==> src/rtl/dcs_pkg.sv <==
package dcs_pkg;

    typedef enum logic [2:0] {
        S_IDLE, S_FETCH, S_DECODE, S_XFER, S_CHECK, S_WB
    } seq_state_e;

    typedef enum logic [1:0] {
        M_NEVER  = 2'd0,
        M_IFSET  = 2'd1,
        M_IFCLR  = 2'd2,
        M_ALWAYS = 2'd3
    } cond_mode_e;

    localparam logic [3:0] OP_NOP  = 4'd6;
    localparam logic [3:0] OP_STOP = 4'd7;

    typedef struct packed {
        logic       is_xfer;
        logic       is_out;
        logic       is_last;
        logic       is_nop;
        logic       is_stop;
        logic       kill;
        cond_mode_e imode;
        cond_mode_e bmode;
        cond_mode_e wmode;
        logic [15:0] len;
    } desc_dec_t;

endpackage

==> src/rtl/dcs_cond.sv <==
module dcs_cond
    import dcs_pkg::*;
(
    input  logic [3:0]  dev_i,
    input  logic [31:0] sel_i,
    input  cond_mode_e  mode_i,
    output logic        hit_o
);
    logic match;
    logic cond_unused;

    assign match       = (((dev_i ^ sel_i[3:0]) & sel_i[19:16]) == 4'd0);
    assign cond_unused = ^{sel_i[31:20], sel_i[15:4]};

    always_comb begin
        unique case (mode_i)
            M_NEVER:  hit_o = 1'b0;
            M_IFSET:  hit_o = match;
            M_IFCLR:  hit_o = !match;
            default:  hit_o = 1'b1;
        endcase
    end
endmodule

==> src/rtl/dcs_decode.sv <==
module dcs_decode
    import dcs_pkg::*;
(
    input  logic [31:0] w0_i,
    input  logic [31:0] w1_i,
    output desc_dec_t   dec_o
);
    logic [3:0] op;
    logic       dcd_unused;

    assign op         = w0_i[31:28];
    assign dcd_unused = ^{w0_i[27], w0_i[25:24], w0_i[23:22]};

    always_comb begin
        dec_o.is_xfer = (op[3:2] == 2'b00);
        dec_o.is_out  = !op[1];
        dec_o.is_last = op[0];
        dec_o.is_nop  = (op == OP_NOP);
        dec_o.is_stop = (op == OP_STOP);
        dec_o.imode   = cond_mode_e'(w0_i[21:20]);
        dec_o.bmode   = cond_mode_e'(w0_i[19:18]);
        dec_o.wmode   = cond_mode_e'(w0_i[17:16]);
        dec_o.len     = w0_i[15:0];
        if (dec_o.is_xfer)
            dec_o.kill = w0_i[26] || (w1_i == 32'd0);
        else
            dec_o.kill = !(dec_o.is_nop || dec_o.is_stop);
    end
endmodule

==> src/rtl/dcs_seq.sv <==
module dcs_seq
    import dcs_pkg::*;
#(
    parameter int ADDR_W = 32
) (
    input  logic              clk,
    input  logic              rst_n,
    input  logic              run_i,
    input  logic              wake_i,
    input  logic              flush_i,
    input  logic              ptr_ld_i,
    input  logic [ADDR_W-1:0] ptr_val_i,
    input  logic [31:0]       intr_sel_i,
    input  logic [31:0]       brch_sel_i,
    input  logic [31:0]       wait_sel_i,
    input  logic [3:0]        dev_stat_i,
    output logic [15:0]       stat_o,
    output logic [ADDR_W-1:0] ptr_o,
    output logic              irq_o,
    output logic              mem_req_o,
    output logic              mem_we_o,
    output logic [ADDR_W-1:0] mem_addr_o,
    output logic [31:0]       mem_wdata_o,
    input  logic [31:0]       mem_rdata_i,
    input  logic              mem_ack_i,
    output logic              xfer_req_o,
    output logic              xfer_out_o,
    output logic              xfer_last_o,
    output logic [ADDR_W-1:0] xfer_addr_o,
    output logic [15:0]       xfer_len_o,
    input  logic              xfer_done_i,
    input  logic [15:0]       xfer_resid_i
);
    localparam int          DESC_BYTES = 16;
    localparam int          ALIGN_W    = $clog2(DESC_BYTES);
    localparam int          N_COND     = 3;
    localparam logic [1:0]  LAST_BEAT  = 2'd3;

    typedef struct packed {
        seq_state_e        st;
        logic [1:0]        beat;
        logic [ADDR_W-1:0] ptr;
        logic [31:0]       w0;
        logic [31:0]       w1;
        logic [31:0]       w2;
        logic [15:0]       resid;
        logic              active;
        logic              dead;
        logic              bt;
        logic              wake;
        logic              flush;
        logic              run;
        logic              irq;
    } seq_regs_t;

    seq_regs_t q, d;
    desc_dec_t dec;

    logic [31:0]   sel_v  [N_COND];
    cond_mode_e    mode_v [N_COND];
    logic [N_COND-1:0] hit;
    logic          seq_unused;

    dcs_decode u_decode (.w0_i(q.w0), .w1_i(q.w1), .dec_o(dec));

    assign sel_v[0]  = intr_sel_i;
    assign sel_v[1]  = brch_sel_i;
    assign sel_v[2]  = wait_sel_i;
    assign mode_v[0] = dec.imode;
    assign mode_v[1] = dec.bmode;
    assign mode_v[2] = dec.wmode;

    for (genvar g = 0; g < N_COND; g++) begin : g_cond
        dcs_cond u_cond (
            .dev_i  (dev_stat_i),
            .sel_i  (sel_v[g]),
            .mode_i (mode_v[g]),
            .hit_o  (hit[g])
        );
    end

    assign seq_unused = ^{q.w2, q.w1};

    assign stat_o = {6'd0, run_i, q.flush, q.wake, q.dead, q.active, q.bt, dev_stat_i};
    assign ptr_o  = q.ptr;
    assign irq_o  = q.irq;

    assign mem_req_o   = (q.st == S_FETCH) || (q.st == S_WB);
    assign mem_we_o    = (q.st == S_WB);
    assign mem_addr_o  = (q.st == S_WB) ? q.ptr + ADDR_W'(12)
                                        : q.ptr + ADDR_W'({q.beat, 2'b00});
    assign mem_wdata_o = {stat_o, q.resid};

    assign xfer_req_o  = (q.st == S_XFER);
    assign xfer_out_o  = dec.is_out;
    assign xfer_last_o = dec.is_last;
    assign xfer_addr_o = q.w1[ADDR_W-1:0];
    assign xfer_len_o  = dec.len;

    always_comb begin
        d     = q;
        d.irq = 1'b0;
        unique case (q.st)
            S_IDLE: begin
                if (run_i && q.active) begin
                    d.st   = S_FETCH;
                    d.beat = 2'd0;
                    d.wake = 1'b0;
                end
            end
            S_FETCH: begin
                if (mem_ack_i) begin
                    unique case (q.beat)
                        2'd0:    d.w0    = mem_rdata_i;
                        2'd1:    d.w1    = mem_rdata_i;
                        2'd2:    d.w2    = mem_rdata_i;
                        default: d.resid = mem_rdata_i[15:0];
                    endcase
                    if (q.beat == LAST_BEAT) d.st = S_DECODE;
                    else                     d.beat = q.beat + 2'd1;
                end
            end
            S_DECODE: begin
                if (dec.is_stop) begin
                    d.active = 1'b0;
                    d.dead   = 1'b0;
                    d.flush  = 1'b0;
                    d.st     = S_IDLE;
                end else if (dec.kill) begin
                    d.dead   = 1'b1;
                    d.active = 1'b0;
                    d.irq    = 1'b1;
                    d.st     = S_IDLE;
                end else if (dec.is_nop) begin
                    d.st = S_CHECK;
                end else begin
                    d.st = S_XFER;
                end
            end
            S_XFER: begin
                if (xfer_done_i) begin
                    d.resid = xfer_resid_i;
                    d.st    = S_CHECK;
                end
            end
            S_CHECK: begin
                d.st = hit[2] ? S_IDLE : S_WB;
            end
            S_WB: begin
                if (mem_ack_i) begin
                    if (dec.is_xfer && dec.is_last) d.flush = 1'b0;
                    d.irq = hit[0];
                    if (hit[1]) begin
                        d.ptr = {q.w2[ADDR_W-1:ALIGN_W], {ALIGN_W{1'b0}}};
                        d.bt  = 1'b1;
                    end else begin
                        d.ptr = q.ptr + ADDR_W'(DESC_BYTES);
                        d.bt  = 1'b0;
                    end
                    d.st = S_IDLE;
                end
            end
            default: d.st = S_IDLE;
        endcase

        if (run_i && !q.run) begin
            d.active = 1'b1;
            d.dead   = 1'b0;
        end else if (!run_i && q.run) begin
            d.active = 1'b0;
            d.dead   = 1'b0;
        end
        if (wake_i) begin
            d.wake   = 1'b1;
            d.active = 1'b1;
        end
        if (flush_i) d.flush = 1'b1;
        if (ptr_ld_i && !q.active && q.st == S_IDLE)
            d.ptr = {ptr_val_i[ADDR_W-1:ALIGN_W], {ALIGN_W{1'b0}}};
        d.run = run_i;
    end

    always_ff @(posedge clk or negedge rst_n) begin
        if (!rst_n) q <= '0;
        else        q <= d;
    end

    // consecutive fetch beats walk the descriptor four bytes at a time
    a_r2_fetch_step: assert property (@(posedge clk) disable iff (!rst_n)
        (q.st == S_FETCH && mem_ack_i && q.beat != LAST_BEAT)
            |=> (mem_addr_o == $past(mem_addr_o) + ADDR_W'(4)));

    // starting a fetch drops WAKE
    a_r3_wake_clear: assert property (@(posedge clk) disable iff (!rst_n)
        (q.st == S_IDLE && run_i && q.active && !wake_i) |=> (!stat_o[7] && mem_req_o));

    // transfer request held until done
    a_r4_xfer_hold: assert property (@(posedge clk) disable iff (!rst_n)
        (xfer_req_o && !xfer_done_i) |=> xfer_req_o);

    // a kill leaves the channel dead and inactive with an interrupt
    a_r5_kill: assert property (@(posedge clk) disable iff (!rst_n)
        (q.st == S_DECODE && dec.kill && !wake_i && (run_i == q.run))
            |=> (stat_o[6] && !stat_o[5] && irq_o));

    // after write-back either the pointer stepped by 16 or BT is set
    a_r11_advance: assert property (@(posedge clk) disable iff (!rst_n)
        (q.st == S_WB && mem_ack_i)
            |=> ((ptr_o == $past(ptr_o) + ADDR_W'(DESC_BYTES)) || stat_o[4]));

    // stop keeps the pointer and ends activity
    a_r12_stop: assert property (@(posedge clk) disable iff (!rst_n)
        (q.st == S_DECODE && dec.is_stop && !wake_i && (run_i == q.run))
            |=> ($stable(ptr_o) && !stat_o[5] && !stat_o[6]));

endmodule

==> config.mk <==
export PLATFORM = sky130hd
export DESIGN_NAME = dcs_seq
export DESIGN_NICKNAME = d
export VERILOG_FILES = /design/src/rtl/dcs_pkg.sv /design/src/rtl/dcs_cond.sv /design/src/rtl/dcs_decode.sv /design/src/rtl/dcs_seq.sv
export SDC_FILE = /design/constraint.sdc
export NUM_CORES = 1
export LEC_CHECK = 0
export BUFFER_PORTS_ARGS = -buffer_cell sky130_fd_sc_hd__buf_2
export CORE_AREA = 2 2 137 139
export CTS_CLUSTER_DIAMETER = 100
export DETAILED_ROUTE_END_ITERATION = 6
export DIE_AREA = 0 0 139 141
export GPL_TIMING_DRIVEN = 0
export HOLD_SLACK_MARGIN = 0.02
export PLACE_DENSITY = 0.83
export SYNTH_ARGS = -nofsm -noshare
export SYNTH_HDL_FRONTEND = slang
export SYNTH_SLANG_ARGS = --single-unit
==> constraint.sdc <==
create_clock -name clk -period 4.1 [get_ports clk]
set_clock_uncertainty 0.2 [all_clocks]
set_input_delay 0.82 -clock clk [delete_from_list [all_inputs] [get_ports clk]]
set_output_delay 0.82 -clock clk [all_outputs]
set_load 0.01 [all_outputs]
==> impl_metrics.yaml <==
global_routing:
  gr-total-overflow: 0
  grt_pass1_wl_um: 36300
  antenna_found_initial: 1
  track_usage_pct: 23.7
  grt_pass1_vias: 6654
  grt_max_degree: 74
power_and_ir_drop:
  power_density_nw_per_um2: 733
  leakage_nw: 5.30
  vdd_ir_drop_max_uv: 374
cells_and_area:
  syn_to_final_growth_pct: 27.8
  final_area_um2: 10500
  fillers: 1622
  mostFrequentLayoutCells: "271 x buf_2, 143 x dfrtp_1, 135 x buf_4, 88 x mux2_2, 73 x nand2_1"
  fin_util_pct: 57.7
  nNetsFinal: 1291
  drive_gt1_share_pct: 49.5
  layout_commonest_cell: "buf_2"
timing:
  finalSetupViolations: 0
  hold_viol: 0
  drv_slew: 0
  layout_min_cycle_time_ps: 3260
  grt_setup_unrepaired: "no"
  hold_slack_ps: 222
  tightest_slew_ps: 725
  max-slew-margin-rel_pct: 51.4
  fmax_mhz: 307
  period_share_pct: 79.6
clock_tree:
  cts_buffers: 17
  cts_setup_buffers: 0
  hold_buffers: 0
  cts_max_path_buffers: 2
  root_buffer: "clkbuf_16"
  cts_tree: "done"
  clk_pin_slew_ps: 60
  cts_resized: 0
  htree_levels: 4
  clock-sinks: 143
  worstSkewPairLatency_ps: 420
logic_synthesis:
  syn_area_per_cell_um2: 10.3
  synth_edf_count: 0
  ys_warn_count: 0
  synth.distinct_cells: 64
  ys_seq_area_share_pct: 43.3
  postSynthCellCount: 798
  yosys.area.top_type: "dfrtp_1"
  synth-async-reset-ratio_pct: 100
  netlist_area_um2: 8260
  ys_seq_elements: 143
  synth_ff_type: "dfrtp_1"
  synth_top_area_share_pct: 43.3
  synth_top_cells_by_area: "dfrtp_1 43%, buf_4 12%, mux2_2 12%"
placement:
  placed_cell_area_um2: 9950
  place_congestion: 0.890
  io_buffers: 259
  dp_hpwl_um: 18000
critical_path:
  cp_data_required_time_ps: 3080
  cp_slowest_stage_delay_ps: 410
  r2r_slack_ps: 1050
  r2r-end: "ptr_o[30]"
  cpMaxStageDelayCell: "dfrtp_1"
  path_cells: "buf_2, nand3b_1, clkinv_1, clkbuf_1, buf_2"
  worst-setup-path-type: "flip-flop to primary output"
  worst-path-buf-inv: 4
  crit_path_start_kind: "flip-flop"
  path_depth: 5
  rr_startpoint: "ptr_o[4]"
  rr_worst_depth: 7
  cp-end-kind: "primary output"
  worstSetupStartpoint: "q[154]"
  crit_family: "buffers and inverters"
  path_common_cell: "buf_2"
  cp_max_fo: 10
  crit_arrival_ps: 2240
  endpoint: "xfer_req_o"
detailed_routing:
  firstDrtPassIters: 7
  drc_errors: 0
  wirelength_um: 23300
  vias: 6859
  drt_iter0_drc: 360
  drt-vias-per-instance: 5.11
  detail-route-antenna-nets: 0
  route.detailed.wl_per_inst_um: 17.4
floorplan:
  die-area_um2: 19600
  ios: 354
  floorplan.initialDensity_pct: 45.2
  die-height_um: 141
  fp-row-count: 50
  core_um2: 18300
  die_w_um: 139
hold_path:
  hp-class: "primary input to asynchronous set/reset pin"
flow_run:
  cap_violations: 0
outcome:
  status: "complete, no violations"
[routing by layer]
metal / GRT usage [%] / vias to the layer above / share of wire [%]
met2: 37.8 / 269 / 47
li1: - / 3228 / -
met4: 7.44 / 0 / 1.5
met5: 0 / - / 0
met1: 31.9 / 3335 / 43
met3: 6.22 / 27 / 7.9
[through the flow]
step                setup TNS, ps  worst slack (ps)  cells  total power [mW]
floorplan                       0              1610    816              4.93
global placement            -7500             -62.4   1309              6.03
detailed placement              0              1000   1310              6.16
CTS                             0               838   1342              7.76
global route                    0               685   1343              8.23
finish                          0               838   1343              7.73
[flip-flops by register name, indices dropped and copies added, names as in the netlist]
signal and cells:
q 61, mem_wdata_o 21, ptr_o 28, xfer_addr_o 32, irq_o 1
[area by class of cell]
| class | instances | area (µm²) | share of cell area [%] |
|---|---|---|---|
| Timing Repair Buffer | 260 | 1330 | 12.6 |
| Multi-Input combinational cell | 481 | 3470 | 32.9 |
| Clock inverter | 11 | 139 | 1.32 |
| Antenna cell | 1 | 2.50 | 0.0237 |
| Buffer | 180 | 1230 | 11.6 |
| Sequential cell | 143 | 3580 | 33.9 |
| Tap cell | 234 | 293 | 2.78 |
| Inverter | 12 | 45.0 | 0.427 |
| Clock buffer | 21 | 460 | 4.36 |
[worst min path at each step]
stage | cells past startpoint | start | to
6_report | 1 | rst_n | ptr_o[13]
5_1_grt | 1 | rst_n | ptr_o[13]
4_1_cts | 1 | rst_n | ptr_o[8]
3_5_place_dp | 1 | q[43] | q[43]
3_3_place_gp | 1 | q[43] | q[43]
2_1_floorplan | 1 | q[44] | ptr_o[21]
[cell families after synthesis]
| family | count (synthesis) | synth area share [%] |
|---|---|---|
| muxes | 100 | 13.5 |
| buffers and inverters | 192 | 15.4 |
| and+or+nand+nor | 193 | 12.0 |
| xor gates and xnor gates | 49 | 5.20 |
| adders and majority gates | 8 | 1.21 |
| DFF | 143 | 43.3 |
| AOI/OAI and AO/OA | 112 | 9.32 |
| other | 1 | 0.0454 |
[synthesized netlist by cell type (10+ instances only)]
| cell | count |
|---|---|
| dfrtp_1 | 143 |
| buf_4 | 135 |
| mux2_2 | 88 |
| nand2_1 | 73 |
| nor2_1 | 38 |
| xnor2_1 | 34 |
| o21ai_0 | 29 |
| clkbuf_1 | 28 |
| nand3_1 | 21 |
| a22oi_1 | 19 |
| a31oi_1 | 19 |
| xor2_1 | 15 |
| buf_2 | 13 |
| mux2i_1 | 12 |
| inv_1 | 11 |
| nand4_1 | 10 |
[report_power, final]
part	internal (mW)	switching, mW
logic	1.93	1.64
clock network	0.984	0.598
registers	2.04	0.548
Power figures use the tool's default switching activity.
